$ cat src/rtl/xas_pkg.sv
package xas_pkg;

  parameter int BUS_AW = 8;
  parameter int BUS_DW = 8;

  // Mailbox register map (order of use is part of the handshake)
  parameter logic [BUS_AW-1:0] A_VAL_LO  = 8'h84;
  parameter logic [BUS_AW-1:0] A_VAL_HI  = 8'h85;
  parameter logic [BUS_AW-1:0] A_CODE_LO = 8'h86;
  parameter logic [BUS_AW-1:0] A_CODE_HI = 8'h87;
  parameter logic [BUS_AW-1:0] A_TRIG    = 8'h90;
  parameter logic [BUS_AW-1:0] A_FLAG    = 8'h8A;
  parameter logic [BUS_AW-1:0] A_BUSY    = 8'h8B;

  parameter logic [BUS_DW-1:0] M_TRIG = 8'h01;
  parameter logic [BUS_DW-1:0] M_FLAG = 8'h80;
  parameter logic [BUS_DW-1:0] M_BUSY = 8'h01;

  typedef enum logic [2:0] {
    ACC_VLO,
    ACC_VHI,
    ACC_CLO,
    ACC_CHI,
    ACC_TRIG,
    ACC_FLAGRD,
    ACC_BUSYRD,
    ACC_FLAGCLR
  } acc_e;

  typedef struct packed {
    acc_e acc;
    logic pairClr;
    logic pairInc;
    logic tmrClr;
    logic tmrEn;
  } ctl_s;

endpackage

$ cat src/rtl/xas_dp.sv
module xas_dp
  import xas_pkg::*;
#(
  parameter int NUM_PAIRS = 2,
  parameter logic [NUM_PAIRS*16-1:0] PAIR_CODES  = {16'h006C, 16'h002C},
  parameter logic [NUM_PAIRS*16-1:0] PAIR_VALUES = {16'h0000, 16'h0118},
  parameter int POLL_LIMIT = 200
) (
  input  logic              clk,
  input  logic              rst_n,
  input  ctl_s              ctl,
  output logic              we,
  output logic [BUS_AW-1:0] addr,
  output logic [BUS_DW-1:0] wdata,
  output logic              lastPair,
  output logic              pollExpired
);

  localparam int IDX_W = (NUM_PAIRS > 1) ? $clog2(NUM_PAIRS) : 1;
  localparam int TMR_W = $clog2(POLL_LIMIT + 1);
  localparam logic [IDX_W-1:0] LAST_IDX = IDX_W'(NUM_PAIRS - 1);
  localparam logic [TMR_W-1:0] TMR_END  = TMR_W'(POLL_LIMIT - 1);

  logic [15:0] codeTab [NUM_PAIRS];
  logic [15:0] valTab  [NUM_PAIRS];

  for (genvar g = 0; g < NUM_PAIRS; g++) begin : g_tab
    assign codeTab[g] = PAIR_CODES[g*16 +: 16];
    assign valTab[g]  = PAIR_VALUES[g*16 +: 16];
  end

  logic [IDX_W-1:0] pairIdx;
  logic [TMR_W-1:0] tmr;
  logic [15:0]      curCode;
  logic [15:0]      curVal;

  always_ff @(posedge clk) begin
    if (!rst_n) begin
      pairIdx <= '0;
    end else if (ctl.pairClr) begin
      pairIdx <= '0;
    end else if (ctl.pairInc && !lastPair) begin
      pairIdx <= pairIdx + IDX_W'(1);
    end
  end

  always_ff @(posedge clk) begin
    if (!rst_n) begin
      tmr <= '0;
    end else if (ctl.tmrClr) begin
      tmr <= '0;
    end else if (ctl.tmrEn && !pollExpired) begin
      tmr <= tmr + TMR_W'(1);
    end
  end

  assign lastPair    = (pairIdx == LAST_IDX);
  assign pollExpired = (tmr >= TMR_END);
  assign curCode     = codeTab[pairIdx];
  assign curVal      = valTab[pairIdx];

  always_comb begin
    we    = 1'b1;
    addr  = A_VAL_LO;
    wdata = '0;
    unique case (ctl.acc)
      ACC_VLO:     begin addr = A_VAL_LO;  wdata = curVal[7:0];   end
      ACC_VHI:     begin addr = A_VAL_HI;  wdata = curVal[15:8];  end
      ACC_CLO:     begin addr = A_CODE_LO; wdata = curCode[7:0];  end
      ACC_CHI:     begin addr = A_CODE_HI; wdata = curCode[15:8]; end
      ACC_TRIG:    begin addr = A_TRIG;    wdata = M_TRIG;        end
      ACC_FLAGRD:  begin addr = A_FLAG;    we = 1'b0;             end
      ACC_BUSYRD:  begin addr = A_BUSY;    we = 1'b0;             end
      ACC_FLAGCLR: begin addr = A_FLAG;    wdata = M_FLAG;        end
      default:     begin addr = A_VAL_LO;                         end
    endcase
  end

  // the poll timer never runs past its limit
  p_tmr_bound_r9: assert property (@(posedge clk) disable iff (!rst_n)
    tmr <= TMR_END);

  // the pair index stays inside the table
  p_pair_bound_r7: assert property (@(posedge clk) disable iff (!rst_n)
    pairIdx <= LAST_IDX);

  // a new pair starts only from a clear access
  p_pair_step_r7: assert property (@(posedge clk) disable iff (!rst_n)
    (ctl.pairInc && !lastPair) |-> ctl.acc == ACC_FLAGCLR);

endmodule

$ cat src/rtl/xas_ctrl.sv
module xas_ctrl
  import xas_pkg::*;
(
  input  logic              clk,
  input  logic              rst_n,
  input  logic              start,
  input  logic              ready,
  input  logic [BUS_DW-1:0] rdata,
  input  logic              lastPair,
  input  logic              pollExpired,
  output ctl_s              ctl,
  output logic              req,
  output logic              done,
  output logic              error
);

  typedef enum logic [3:0] {
    ST_IDLE,
    ST_VLO,
    ST_VHI,
    ST_CLO,
    ST_CHI,
    ST_TRIG,
    ST_FLAG,
    ST_POLL,
    ST_CLR
  } state_e;

  state_e state, stateNext;
  logic   flagSet;
  logic   busySet;
  logic   doneQ, errQ;
  logic   doneSet, errSet;

  assign flagSet = (rdata & M_FLAG) != '0;
  assign busySet = (rdata & M_BUSY) != '0;

  always_comb begin
    stateNext   = state;
    ctl         = '0;
    ctl.acc     = ACC_VLO;
    req         = 1'b0;
    doneSet     = 1'b0;
    errSet      = 1'b0;
    unique case (state)
      ST_IDLE: begin
        if (start) begin
          ctl.pairClr = 1'b1;
          stateNext   = ST_VLO;
        end
      end
      ST_VLO: begin
        req = 1'b1; ctl.acc = ACC_VLO;
        if (ready) stateNext = ST_VHI;
      end
      ST_VHI: begin
        req = 1'b1; ctl.acc = ACC_VHI;
        if (ready) stateNext = ST_CLO;
      end
      ST_CLO: begin
        req = 1'b1; ctl.acc = ACC_CLO;
        if (ready) stateNext = ST_CHI;
      end
      ST_CHI: begin
        req = 1'b1; ctl.acc = ACC_CHI;
        if (ready) stateNext = ST_TRIG;
      end
      ST_TRIG: begin
        req = 1'b1; ctl.acc = ACC_TRIG;
        if (ready) stateNext = ST_FLAG;
      end
      ST_FLAG: begin
        req = 1'b1; ctl.acc = ACC_FLAGRD;
        if (ready) begin
          if (flagSet) begin
            ctl.tmrClr = 1'b1;
            stateNext  = ST_POLL;
          end else begin
            errSet    = 1'b1;
            stateNext = ST_IDLE;
          end
        end
      end
      ST_POLL: begin
        req = 1'b1; ctl.acc = ACC_BUSYRD; ctl.tmrEn = 1'b1;
        if (ready) begin
          if (!busySet) begin
            stateNext = ST_CLR;
          end else if (pollExpired) begin
            errSet    = 1'b1;
            stateNext = ST_IDLE;
          end
        end
      end
      ST_CLR: begin
        req = 1'b1; ctl.acc = ACC_FLAGCLR;
        if (ready) begin
          if (lastPair) begin
            doneSet   = 1'b1;
            stateNext = ST_IDLE;
          end else begin
            ctl.pairInc = 1'b1;
            stateNext   = ST_VLO;
          end
        end
      end
      default: stateNext = ST_IDLE;
    endcase
  end

  always_ff @(posedge clk) begin
    if (!rst_n) begin
      state <= ST_IDLE;
      doneQ <= 1'b0;
      errQ  <= 1'b0;
    end else begin
      state <= stateNext;
      doneQ <= doneSet;
      errQ  <= errSet;
    end
  end

  assign done  = doneQ;
  assign error = errQ;

  // completion is a single-cycle pulse
  p_done_pulse_r10: assert property (@(posedge clk) disable iff (!rst_n)
    done |=> !done);

  // completion and failure never coincide
  p_done_err_excl_r10: assert property (@(posedge clk) disable iff (!rst_n)
    !(done && error));

  // failure is a single-cycle pulse
  p_err_pulse_r9: assert property (@(posedge clk) disable iff (!rst_n)
    error |=> !error);

  // a start while running leaves the run going
  p_start_busy_r11: assert property (@(posedge clk) disable iff (!rst_n)
    (state inside {ST_VLO, ST_VHI, ST_CLO, ST_CHI} && start) |=> state != ST_IDLE);

endmodule

$ cat src/rtl/xcvr_attr_seq.sv
module xcvr_attr_seq
  import xas_pkg::*;
#(
  parameter int NUM_PAIRS = 2,
  parameter logic [NUM_PAIRS*16-1:0] PAIR_CODES  = {16'h006C, 16'h002C},
  parameter logic [NUM_PAIRS*16-1:0] PAIR_VALUES = {16'h0000, 16'h0118},
  parameter int CLK_HZ = 200_000_000,
  parameter int POLL_TIMEOUT_US = 1000
) (
  input  logic       clk,
  input  logic       rst_n,
  input  logic       start_i,
  output logic       busReq_o,
  output logic       busWe_o,
  output logic [7:0] busAddr_o,
  output logic [7:0] busWdata_o,
  input  logic [7:0] busRdata_i,
  input  logic       busReady_i,
  output logic       done_o,
  output logic       error_o
);

  localparam int POLL_LIMIT = (CLK_HZ / 1_000_000) * POLL_TIMEOUT_US;

  ctl_s ctl;
  logic lastPair;
  logic pollExpired;

  xas_ctrl u_ctrl (
    .clk         (clk),
    .rst_n       (rst_n),
    .start       (start_i),
    .ready       (busReady_i),
    .rdata       (busRdata_i),
    .lastPair    (lastPair),
    .pollExpired (pollExpired),
    .ctl         (ctl),
    .req         (busReq_o),
    .done        (done_o),
    .error       (error_o)
  );

  xas_dp #(
    .NUM_PAIRS   (NUM_PAIRS),
    .PAIR_CODES  (PAIR_CODES),
    .PAIR_VALUES (PAIR_VALUES),
    .POLL_LIMIT  (POLL_LIMIT)
  ) u_dp (
    .clk         (clk),
    .rst_n       (rst_n),
    .ctl         (ctl),
    .we          (busWe_o),
    .addr        (busAddr_o),
    .wdata       (busWdata_o),
    .lastPair    (lastPair),
    .pollExpired (pollExpired)
  );

  // a pending request holds steady until accepted
  p_req_hold_r8: assert property (@(posedge clk) disable iff (!rst_n)
    (busReq_o && !busReady_i) |=> busReq_o && $stable(busAddr_o)
      && $stable(busWe_o) && $stable(busWdata_o));

  // failure leaves the bus idle
  p_err_quiet_r4: assert property (@(posedge clk) disable iff (!rst_n)
    error_o |-> !busReq_o);

  // the flag register is only ever written with its clear bit
  p_flag_clear_r6: assert property (@(posedge clk) disable iff (!rst_n)
    (busReq_o && busWe_o && busAddr_o == A_FLAG) |-> busWdata_o == M_FLAG);

  // the trigger write carries only bit 0
  p_trig_data_r3: assert property (@(posedge clk) disable iff (!rst_n)
    (busReq_o && busWe_o && busAddr_o == A_TRIG) |-> busWdata_o == M_TRIG);

endmodule

$ cat config.mk
export PLATFORM = sky130hd
export DESIGN_NAME = xcvr_attr_seq
export DESIGN_NICKNAME = d
export VERILOG_FILES = /design/src/rtl/xas_pkg.sv /design/src/rtl/xas_dp.sv /design/src/rtl/xas_ctrl.sv /design/src/rtl/xcvr_attr_seq.sv
export SDC_FILE = /design/constraint.sdc
export NUM_CORES = 1
export LEC_CHECK = 0
export ABC_CLOCK_PERIOD_IN_PS = 2300
export BUFFER_PORTS_ARGS = -buffer_cell sky130_fd_sc_hd__clkbuf_2
export CAP_MARGIN = 20
export CELL_PAD_IN_SITES_DETAIL_PLACEMENT = 1
export CELL_PAD_IN_SITES_GLOBAL_PLACEMENT = 2
export CORE_AREA = 2 2 74 76
export DETAILED_ROUTE_END_ITERATION = 8
export DIE_AREA = 0 0 76 78
export GPL_TIMING_DRIVEN = 0
export PLACE_DENSITY = 0.84
export SYNTH_ARGS = -nofsm -noshare
export SYNTH_HDL_FRONTEND = slang
export SYNTH_SLANG_ARGS = --single-unit
$ cat constraint.sdc
create_clock -name clk -period 2.3 [get_ports clk]
set_input_delay 0.23 -clock clk [delete_from_list [all_inputs] [get_ports clk]]
set_output_delay 0.23 -clock clk [all_outputs]
set_load 0.02 [all_outputs]
# Word-level counts from Yosys, hierarchy flattened
# Index checks and enable logic that the tools add are counted.
# classes
bitwise_logic,2
n_eq_ne,25
n_shift,0
n_reduce_logical,13
n_div,0
mux,41
n_mul,0
add_sub_neg,2
order_cmp,2
# ops
operator,n
$mux W16,4
$pmux W8 S7,1
$pmux W8 S6,1
$mux W4,11
$pmux W4 S9,1
$pmux W3 S7,1
$add A18 B1 Y18 const B,1
$ge A18 B18 Y1 const B,1
$mux W1,18
$ne A2 B2 Y1 const B,9
$eq A4 B3 Y1 const B,4
$eq A3 B3 Y1 const B,4
$reduce_and A10 Y1,1
$mux W9,1
$eq A4 B2 Y1 const B,2
$reduce_or A2 Y1,4
$reduce_or A8 Y1,1
$mux W7,1
$eq A3 B2 Y1 const B,2
$eq A4 B1 Y1 const B,1
$eq A4 B4 Y1 const B,1
$logic_not A4 Y1,1
$eq A3 B1 Y1 const B,1
$logic_not A3 Y1,1
10 further kinds,12
# word_totals
register_bits,25
elab_cells,90
latchBits,0
mem_bits_ro,0
memories,0
ram_bits,0

# Depth between registers and ports, before layout
# Gate-level depths: netlist (run 1).
# depth
word_depth,5
mapped_depth,8
depth_no_buf,6

# Hierarchy
# From an unflattened synthesis (run 1), not the netlist that was laid out.
# unflattened
cells_unflattened,205
hier_area_um2,1605.3
# modules_own_cells
module,cells_per_inst,n_inst,seq_area_each_um2,area_each_um2
xas_dp,145,1,380.4,1148.6
xas_ctrl,60,1,120.1,456.7

# Worst setup path before layout (run 1)
# Ideal clock, no wire load.
# synth_timing
kind,register -> output
start,register u_ctrl.state[1]
end,output busWdata_o[6]
setup_slack_ns,0.240
required_ns,2.070
stages_incl_launch_ff,5
arrival_ns,1.830
cell_sequence,dfxtp_1 -> buf_2 -> inv_1 -> nor4_1 -> and2_1
# synth_between
elab_chain_len,4
# synth_lines
item,line_no,source
start: declaration,xas_ctrl.sv:29,"state_e state, stateNext;"
start signal: assignment,xas_ctrl.sv:117,state <= stateNext;
"$eq A4 B4 Y1, or another cell as far along",xas_ctrl.sv:45,unique case (state)
$pmux W3 S7 *,xas_ctrl.sv:45,
"$eq A3 B3 Y1, or another cell as far along",xas_dp.sv:66,unique case (ctl.acc)
$pmux W8 S6 *,xas_dp.sv:66,
end: declaration,xcvr_attr_seq.sv:16,"output logic [7:0] busWdata_o,"
# Every way passes the cells marked *; elsewhere a longest branch is shown, timed or not.

# Worst setup path after layout (run 1)
# Ends and elaborated chain as after synthesis.

==> metrics.txt, run 1 <==
die span in y=78 microns; Yosys warnings=0; r2r endpoint=u_dp.tmr[16]; TritonCTS clock tree=done; Clock Skew=1.92 ps; R2R Path Start=u_ctrl.state[1]; die width=76 microns; CTS H-Tree Depth=1; antenna violations before repair=0; Switching Fraction=29.9%; vias per inst=5.21; IO Count=32; Detailed Place HPWL=3120 microns; first-pass GRT wire length=7270 microns; CORE AREA=0.00504 sq mm; CTS buffer count=3; hold path startpoint=start_i; final hold vios=0; Seq/Total Area, Yosys=32.2%; DR pass1 iterations=4; number of synthesized flops with an enable pin=0; slowest stage delay, CP=490 ps; worst endpoint data arrival time=1880 ps; RSZ-0062 raised after global routing=no; GRT Util Overall=14.8%; Min Clock Period, post-route=2110 ps; wire length per cell=14.3 microns; # Max-Cap Violations=0; port buffer count=19; register bit count reported by yosys=25; Switching Power=0.000270 W; hold depth=4; Synth cell types=48; # nets final=243; vias in the first global route=1501; Initial Util=30.9%; final wirelength=4270 microns; status=completed; Leak=0.673 nW; HP Class=in -> reg; Mapped Cells=202; DRT iter0 DRCs=52; Internal=0.000634 W; antenna viol nets, final=0; f_max=473 MHz; Sum Neg Setup Slack=0 ps; clk root buf=clkbuf_8; synthesized area=0.00156 sq mm; Flop pwr share=49.6%; area grow syn2layout=17.3%; gr ovfl total=0; worst reg2reg setup slack=230 ps; # clock sinks=25; peak supply drop=0.300 mV; final worst-path cycle share=91.9%; worst rel slew slack=57.8%; Critical Path, Cell by Cell=buf_2 > inv_1 > nor4_1 > and2_1 > clkbuf_2; cts hold-fix bufs=0; crit path launch type=register; n_diodes=0; Critical Path Fanout Max=10; Clk pwr share=29.0%; Worst EP required=2070 ps; clk_lat worst skew=270 ps; Die ar.=0.00593 sq mm; Clock Tree Buf Depth=2; DRC errors left=0; Logic pwr share=21.3%; hold-critical path endpoint=u_dp.lastPair; setup violators final=0; share of post-route cells with drive strength above 1=19.2%; DR vias=1559; Crit. End Element=primary output; Site Rows=26; Worst path slowest cell=nor4_1; Hold WS=271 ps; Worst-path clk slew=90 ps; GPL Wtd Cong=0.759; power density over the cells=495 mW/mm^2; max-slew violation count=0; Slew @ Worst Pin=628 ps; Synth Area per Inst=7.71 sq um; Crit Path Category=reg -> out; most frequently used flop master after synthesis=dfxtp_1; R2R cell count=5; FFs w/ async S/R, synth=0%; largest net degree at the start of global routing=14
[layer usage]
| layer | vias to the layer above | part of all wire, % | routed length, microns | global-route usage (%) |
|---|---|---|---|---|
| met5 | - | 0 | 0 | 0 |
| met4 | 0 | 0.70 | 30 | 2.18 |
| met2 | 28 | 42 | 1800 | 22.6 |
| met1 | 728 | 54 | 2300 | 22.2 |
| li1 | 801 | - | - | - |
| met3 | 2 | 3.2 | 135 | 2.56 |
[registers in the layout, summed over array words and instances (netlist names)]
register,cells
u_dp.tmr,18
u_dp.lastPair,1
u_ctrl.done,1
u_ctrl.error,1
u_ctrl.state,4
[cells in the final DEF (no fill, tap or decap), types with 2 or more instances in the layout]
master	instances
dfxtp_1	25
clkbuf_2	20
nand2_1	17
nor2_1	16
a21oi_1	15
nand3_1	13
o31ai_1	9
or4_1	9
nand4_1	8
inv_1	7
clkbuf_1	7
o21ai_0	7
buf_4	7
nor3_1	5
and3_1	4
a31oi_1	4
xnor2_1	4
mux2i_1	4
conb_1	4
nor2b_1	3
nor4_1	3
clkbuf_8	3
buf_2	2
nand3b_1	2
and4_1	2
a31o_2	2
[cells by family (layout without fill, tap and decap cells)]
kind of cell | count (synthesis) | after routing | share of synthesized area (%)
flops | 25 | 25 | 32.2
compound gates | 50 | 50 | 21.5
mux | 4 | 4 | 2.57
simple gates | 92 | 92 | 32.2
fa+ha+maj | 1 | 1 | 0.804
xor+xnor | 5 | 5 | 2.81
buf+inv | 23 | 48 | 7.48
other cells | 2 | 4 | 0.482
[critical path: cells and delay by family (launching register included)]
family                 cells  cell delay [ps]
DFF                        1              340
buffers and inverters      3              580
and+or+nand+nor            2              690
[final cells by class]
type	instances	area (sq um)
Fill cell	647	3220
Multi-Input combinational cell	156	962
Sequential cell	25	500
Timing Repair Buffer	21	110
Buffer	16	93.8
Tap cell	70	87.6
Clock buffer	4	45.0
Inverter	7	26.3
[Yosys cell counts, types with 2 or more instances]
| cell type | count | share of area [%] |
|---|---|---|
| a21oi_1 | 15 | 4.8 |
| nand3_1 | 13 | 4.2 |
| mux2i_1 | 4 | 2.6 |
| conb_1 | 2 | 0.48 |
| nor2_1 | 17 | 4.1 |
| buf_4 | 5 | 2.4 |
| xnor2_1 | 4 | 2.3 |
| and4_1 | 2 | 1.1 |
| or4_1 | 9 | 4.3 |
| inv_1 | 7 | 1.7 |
| and3_1 | 4 | 1.6 |
| nor2b_1 | 3 | 1.2 |
| nand2_1 | 17 | 4.1 |
| nand4_1 | 8 | 3.2 |
| nor4_1 | 3 | 1.2 |
| o21ai_0 | 7 | 2.3 |
| a31oi_1 | 5 | 2.0 |
| clkbuf_1 | 7 | 1.7 |
| nand3b_1 | 2 | 0.96 |
| o31ai_1 | 9 | 4.3 |
| buf_2 | 3 | 0.96 |
| nor3_1 | 5 | 1.6 |
| a31o_2 | 2 | 1.1 |
| dfxtp_1 | 25 | 32 |
[metrics by stage]
step                      std cells  total power (W)  utilization, %  area [sq um]  worst slack, ps
final                           299         0.000903            36.2          1830              186
after global routing            299         0.000950            36.2          1830             1.36
after CTS                       297         0.000904            35.7          1800             60.8
after detailed placement        293         0.000642            34.6          1750             8.95
after global placement          293         0.000643            34.6          1750             3.62
after floorplan                 204         0.000595               -          1560              240
[worst max-delay path by stage]
stage	start	to	slack (ps)	depth (start not counted)
CTS	u_dp.tmr[0]	u_ctrl.state[0]	60	6
floorplan	u_ctrl.state[1]	busWdata_o[6]	240	4
finish	u_ctrl.state[1]	busWdata_o[6]	190	5
global placement	u_dp.tmr[0]	u_ctrl.state[2]	4	6
global route	u_ctrl.state[1]	u_dp.tmr[4]	1	5
detailed placement	u_dp.tmr[0]	u_ctrl.state[0]	9	6
[power groups by stage]
stage | clock [W] | sequential [W] | combinational (W)
finish | 0.000262 | 0.000448 | 0.000193
global route | 0.000288 | 0.000450 | 0.000212
CTS | 0.000269 | 0.000447 | 0.000189
detailed placement | 0 | 0.000457 | 0.000185
global placement | 0 | 0.000456 | 0.000186
floorplan | 0 | 0.000454 | 0.000140
[timing repair]
| action | in CTS | in global routing |
|---|---|---|
| buffers inserted | 0 | 2 |
| pin swaps | 0 | 1 |
| endpoints found under the setup margin | 2 | 13 |
| resized for setup | 1 | 5 |
(Power assumes the default switching activity.)
==> run 2, diff against run 1 <==
ABC_CLOCK_PERIOD_IN_PS = 2420   (was 2300)
clock period = 2.42 ns   (was 2.3 ns; I/O delays follow)
==> run 2 against run 1 <==
Compared with the run above: clock power is 4% lower; largest power group unchanged; register-to-register slack got worse by 40 ps; hold slack improved by 7.5 ps.
==> metrics.txt, run 2 (same netlist as run 1, synthesis figures left out) <==
status=completed (unchanged); R2R cell count=6 (was 5); Initial Util=30.9% (unchanged); die span in y=78 microns (unchanged); Clock Skew=2.05 ps (was 1.92 ps); gr ovfl total=0 (unchanged); R2R Path Start=u_dp.tmr[1] (was u_ctrl.state[1]); Switching Fraction=29.9% (about the same); HP Class=in -> reg (unchanged); setup violators final=0 (unchanged); Die ar.=0.00593 sq mm (unchanged); Internal=0.000599 W (was 0.000634 W); f_max=447 MHz; vias per inst=5.20 (was 5.21); most frequent cells in the layout=25 x dfxtp_1, 19 x clkbuf_2, 17 x nand2_1, 17 x nor2_1, 15 x a21oi_1 (was 25 x dfxtp_1, 20 x clkbuf_2, 17 x nand2_1); worst endpoint data arrival time=1990 ps (was 1880 ps); CTS H-Tree Depth=1 (unchanged); DR pass1 iterations=4 (unchanged); die width=76 microns (unchanged); Hold WS=279 ps (was 271 ps); Switching Power=0.000255 W (was 0.000270 W); share of post-route cells with drive strength above 1=17.6% (was 19.2%); Sum Neg Setup Slack=0 ps (unchanged); # nets final=241 (was 243); crit path launch type=register (unchanged); # clock sinks=25 (unchanged); TritonCTS clock tree=done (unchanged); largest reg by FF count=u_dp.tmr (unchanged); wire length per cell=14.1 microns (was 14.3 microns); DRT iter0 DRCs=82 (was 52); CTS buffer count=3 (unchanged); vias in the first global route=1501 (unchanged); Detailed Place HPWL=3120 microns (unchanged); worst reg2reg setup slack=190 ps (was 230 ps); first-pass GRT wire length=7270 microns (unchanged); Crit Path Category=reg -> out (unchanged); Clock Tree Buf Depth=2 (unchanged); Worst-path clk slew=90 ps (about the same); n_diodes=0 (unchanged); Logic pwr share=20.9% (was 21.3%); final hold vios=0 (unchanged); IO Count=32 (unchanged); clk root buf=clkbuf_8 (unchanged); final worst-path cycle share=92.3%; Flop pwr share=49.7% (was 49.6%); Largest register FFs=18 (unchanged); crit path from=u_ctrl.state[1] (unchanged); max-slew violation count=0 (unchanged); Site Rows=26 (unchanged); worst rel slew slack=56.3% (was 57.8%); Slew @ Worst Pin=651 ps (was 628 ps); largest net degree at the start of global routing=14 (unchanged); GPL Wtd Cong=0.759 (unchanged); Crit. End Element=primary output (unchanged); final wirelength=4200 microns (was 4270 microns); # Max-Cap Violations=0 (unchanged); Resize count post-CTS=0 (was 1); r2r endpoint=u_ctrl.state[2] (was u_dp.tmr[16]); Min Clock Period, post-route=2230 ps; DRC errors left=0 (unchanged); Setup Fix Bufs, Post-CTS=0 (unchanged); power density over the cells=475 mW/mm^2 (was 495 mW/mm^2); leading cell type in the layout, fill and taps excluded=dfxtp_1 (unchanged); top flop regs=u_dp.tmr: 18 flops, u_ctrl.state: 4 flops (unchanged); share of the core filled with cells=35.7% (was 36.2%); DR vias=1543 (was 1559); Clk pwr share=29.5% (was 29.0%); Post-Layout Cell Count=297 (was 299); cts hold-fix bufs=0 (unchanged); CORE AREA=0.00504 sq mm (unchanged); peak supply drop=0.286 mV (was 0.300 mV); port buffer count=19 (unchanged); Worst Slack Setup Final=185 ps (was 186 ps); DP Worst Slack=129 ps (was 8.95 ps); critical path endpoint=busWdata_o[3] (was busWdata_o[6]); DP Cell Count=293 (unchanged); GRT Util Overall=14.8% (unchanged); Leak=0.659 nW (was 0.673 nW); antenna violations before repair=0 (unchanged); Critical Path Fanout Max=10 (unchanged); area grow syn2layout=15.5% (was 17.3%); Worst EP required=2180 ps (was 2070 ps); RSZ-0062 raised after global routing=no (unchanged); clk_lat worst skew=270 ps (about the same); antenna viol nets, final=0 (unchanged)
==> run 2: critical path, stage by stage, from the launching register on <==
cell,delay (ps)
dfxtp_1,320
buf_2,180
nor3_2,380
nand2_1,210
inv_1,140
nor3_1,70
or2_2,280
clkbuf_2,150
==> run 2: area by class of cell <==
class / instances / area [sq um]
fill: 650 / 3240
sequential: 25 / 500
clock buffer: 4 / 45.0
buffer: 16 / 90.1
inverter: 7 / 26.3
tap: 70 / 87.6
timing repair buffer: 19 / 95.1
multi-input combinational: 156 / 953
==> run 2: power by group through the flow <==
stage / Combinational [W] / Sequential, W / Clock [W]
CTS: 0.000177 / 0.000425 / 0.000255
global placement: 0.000177 / 0.000434 / 0
global route: 0.000197 / 0.000426 / 0.000274
floorplan: 0.000133 / 0.000432 / 0
finish: 0.000179 / 0.000424 / 0.000252
detailed placement: 0.000176 / 0.000434 / 0
==> run 2: how the worst min path moves through the flow <==
stage / cells past startpoint / from / end
3_3_place_gp: 2 / u_dp.tmr[5] / u_dp.tmr[5]
6_report: 4 / start_i / u_dp.lastPair
4_1_cts: 4 / start_i / u_dp.lastPair
2_1_floorplan: 3 / busRdata_i[7] / u_ctrl.error
5_1_grt: 3 / busRdata_i[0] / u_ctrl.state[3]
3_5_place_dp: 2 / u_dp.tmr[5] / u_dp.tmr[5]
==> run 2: metrics by stage <==
step           cell area, sq um  total power [W]
2_1_floorplan              1560         0.000565
3_3_place_gp               1750         0.000611
3_5_place_dp               1750         0.000611
4_1_cts                    1790         0.000857
5_1_grt                    1800         0.000897
6_report                   1800         0.000855
==> run 2: layer usage <==
layer,vias up,GRT usage [%],wire (microns)
met4,0,2.18,30
met2,26,22.6,1760
met3,2,2.56,129
met5,-,0,0
met1,726,22.2,2280
li1,789,-,-
==> run 3, diff against run 2 <==
CTS_BUF_LIST = sky130_fd_sc_hd__clkbuf_16   (was not set)
==> run 3 against run 2 <==
Compared with the run above: utilization up 0.67 points; clock skew about the same; worst setup slack worse by 9.9 ps; cell area up 1.9%; wire length up 1.4%.
==> metrics.txt, run 3 (same netlist as run 1, synthesis figures left out) <==
# fillers=645 (was 650); Setup Fix Bufs, Post-CTS=0 (unchanged); HP Class=in -> reg (unchanged); Crit. End Element=register (was primary output); most frequent cells in the layout=25 x dfxtp_1, 19 x clkbuf_2, 17 x nand2_1, 17 x nor2_1, 15 x a21oi_1 (unchanged); leading cell type in the layout, fill and taps excluded=dfxtp_1 (unchanged); largest reg by FF count=u_dp.tmr (unchanged); Worst EP required=2610 ps (was 2180 ps); area grow syn2layout=17.7% (was 15.5%); Flop pwr share=43.6% (was 49.7%); final wirelength=4260 microns (was 4200 microns); # nets final=241 (unchanged); DR vias=1543 (unchanged); Critical Path Fanout Max=8 (was 10); Top delay family on crit path=simple AND/OR/NAND/NOR gates (unchanged); Clk pwr share=38.0% (was 29.5%); CP bufs+invs=1 (was 3); port buffer count=19 (unchanged); Die ar.=0.00593 sq mm (unchanged); first-pass GRT wire length=7250 microns (was 7270 microns); DP Cell Count=293 (unchanged); cts hold-fix bufs=0 (unchanged); CTS H-Tree Depth=1 (unchanged); die width=76 microns (unchanged); slowest stage delay, CP=470 ps (was 380 ps); Logic pwr share=18.4% (was 20.9%); CORE AREA=0.00504 sq mm (unchanged); n_diodes=0 (unchanged); antenna viol nets, final=0 (unchanged); GPL Wtd Cong=0.759 (unchanged); Post-Layout Cell Count=297 (unchanged); worst rel slew slack=55.9% (was 56.3%); DR pass1 iterations=4 (unchanged); Clock Tree Buf Depth=2 (unchanged); final hold vios=0 (unchanged); power density over the cells=532 mW/mm^2 (was 475 mW/mm^2); max-slew violation count=0 (unchanged); Clock Skew=2.03 ps (was 2.05 ps); DRT iter0 DRCs=56 (was 82); TritonCTS clock tree=done (unchanged); # Max-Cap Violations=0 (unchanged); vias in the first global route=1483 (was 1501); Largest register FFs=18 (unchanged); die span in y=78 microns (unchanged); share of the core filled with cells=36.3% (was 35.7%); vias per inst=5.20 (unchanged); worst endpoint data arrival time=2440 ps (was 1990 ps); Switching Power=0.000271 W (was 0.000255 W); Site Rows=26 (unchanged); Resize count post-CTS=0 (unchanged); wire length per cell=14.3 microns (was 14.1 microns); CTS buffer count=3 (unchanged); Switching Fraction=27.8% (was 29.9%); Sum Neg Setup Slack=0 ps (unchanged); peak supply drop=0.338 mV (was 0.286 mV); gr ovfl total=0 (unchanged); final worst-path cycle share=92.8% (was 92.3%); Detailed Place HPWL=3120 microns (unchanged); Worst path slowest cell=nand4_1 (was nor3_2); Min Clock Period, post-route=2240 ps (was 2230 ps); Critical Path, Cell by Cell=ha_1 > inv_1 > nor2_1 > nand4_1 > a31oi_2 > mux2i_1 (was buf_2 > nor3_2 > nand2_1 > inv_1 > nor3_1 > or2_2 > clkbuf_2); Leak=0.679 nW (was 0.659 nW); Hold WS=290 ps (was 279 ps); Finished Cell Area=0.00183 sq mm (was 0.00180 sq mm); clk_lat worst skew=260 ps (was 270 ps); RSZ-0062 raised after global routing=no (unchanged); top flop regs=u_dp.tmr: 18 flops, u_ctrl.state: 4 flops (unchanged); Initial Util=30.9% (unchanged); GRT Util Overall=15.1% (was 14.8%); clk root buf=clkbuf_16 (was clkbuf_8); f_max=445 MHz (was 447 MHz); # clock sinks=25 (unchanged); antenna violations before repair=0 (unchanged); Worst-path clk slew=60 ps (was 90 ps); Slew @ Worst Pin=658 ps (was 651 ps); largest net degree at the start of global routing=14 (unchanged); Post-DP Area=0.00175 sq mm (unchanged); setup violators final=0 (unchanged); status=completed (unchanged); crit path launch type=register (unchanged); DRC errors left=0 (unchanged); share of post-route cells with drive strength above 1=17.6% (unchanged); Internal=0.000703 W (was 0.000599 W); Crit Path Category=reg -> reg (was reg -> out); IO Count=32 (unchanged)
==> run 3: area by class of cell <==
type                            instances  area [sq um]  area share [%]
Sequential cell                        25           500            27.3
Timing Repair Buffer                   19          95.1            5.19
Multi-Input combinational cell        156           953            52.0
Clock inverter                          1          3.75           0.205
Inverter                                7          26.3            1.43
Buffer                                 16          90.1            4.92
Clock buffer                            3          75.1            4.10
Tap cell                               70          87.6            4.78
==> run 3: path summary, 6_finish.rpt <==
kind	start	to	slack, ps	cells past startpoint
worst min register to register	u_dp.tmr[5]	u_dp.tmr[5]	490	2
worst max register to register	u_dp.tmr[1]	u_ctrl.state[2]	180	6
worst min-delay path	start_i	u_dp.lastPair	290	4
worst max-delay path	u_dp.tmr[1]	u_ctrl.state[2]	180	6
==> run 3: worst reg2reg max path, delay by kind of cell (launching register included) <==
family | cells | cell delay (ps)
and+or+nand+nor | 2 | 760
AOI/OAI and AO/OA | 1 | 470
DFF | 1 | 410
adders and majority gates | 1 | 240
muxes | 1 | 220
buffers and inverters | 1 | 80
==> run 3: stage by stage <==
| stage | worst slack [ps] | power (W) |
|---|---|---|
| after floorplan | 348 | 0.000565 |
| after global placement | 124 | 0.000611 |
| after detailed placement | 129 | 0.000611 |
| after CTS | 115 | 0.000977 |
| after global routing | 9.47 | 0.00102 |
| final | 175 | 0.000974 |
==> run 3: power by group through the flow <==
| stage | clock network, W | logic [W] | registers, W |
|---|---|---|---|
| 2_1_floorplan | 0 | 0.000133 | 0.000432 |
| 3_3_place_gp | 0 | 0.000177 | 0.000434 |
| 3_5_place_dp | 0 | 0.000176 | 0.000434 |
| 4_1_cts | 0.000375 | 0.000177 | 0.000425 |
| 5_1_grt | 0.000395 | 0.000197 | 0.000426 |
| 6_report | 0.000370 | 0.000179 | 0.000425 |
==> run 3: metal layers <==
layer  part of all wire, %  track usage [%]
met1                    55             22.3
met2                    41             22.1
met5                     0                0
met3                   3.1             2.91
met4                   1.1             4.36
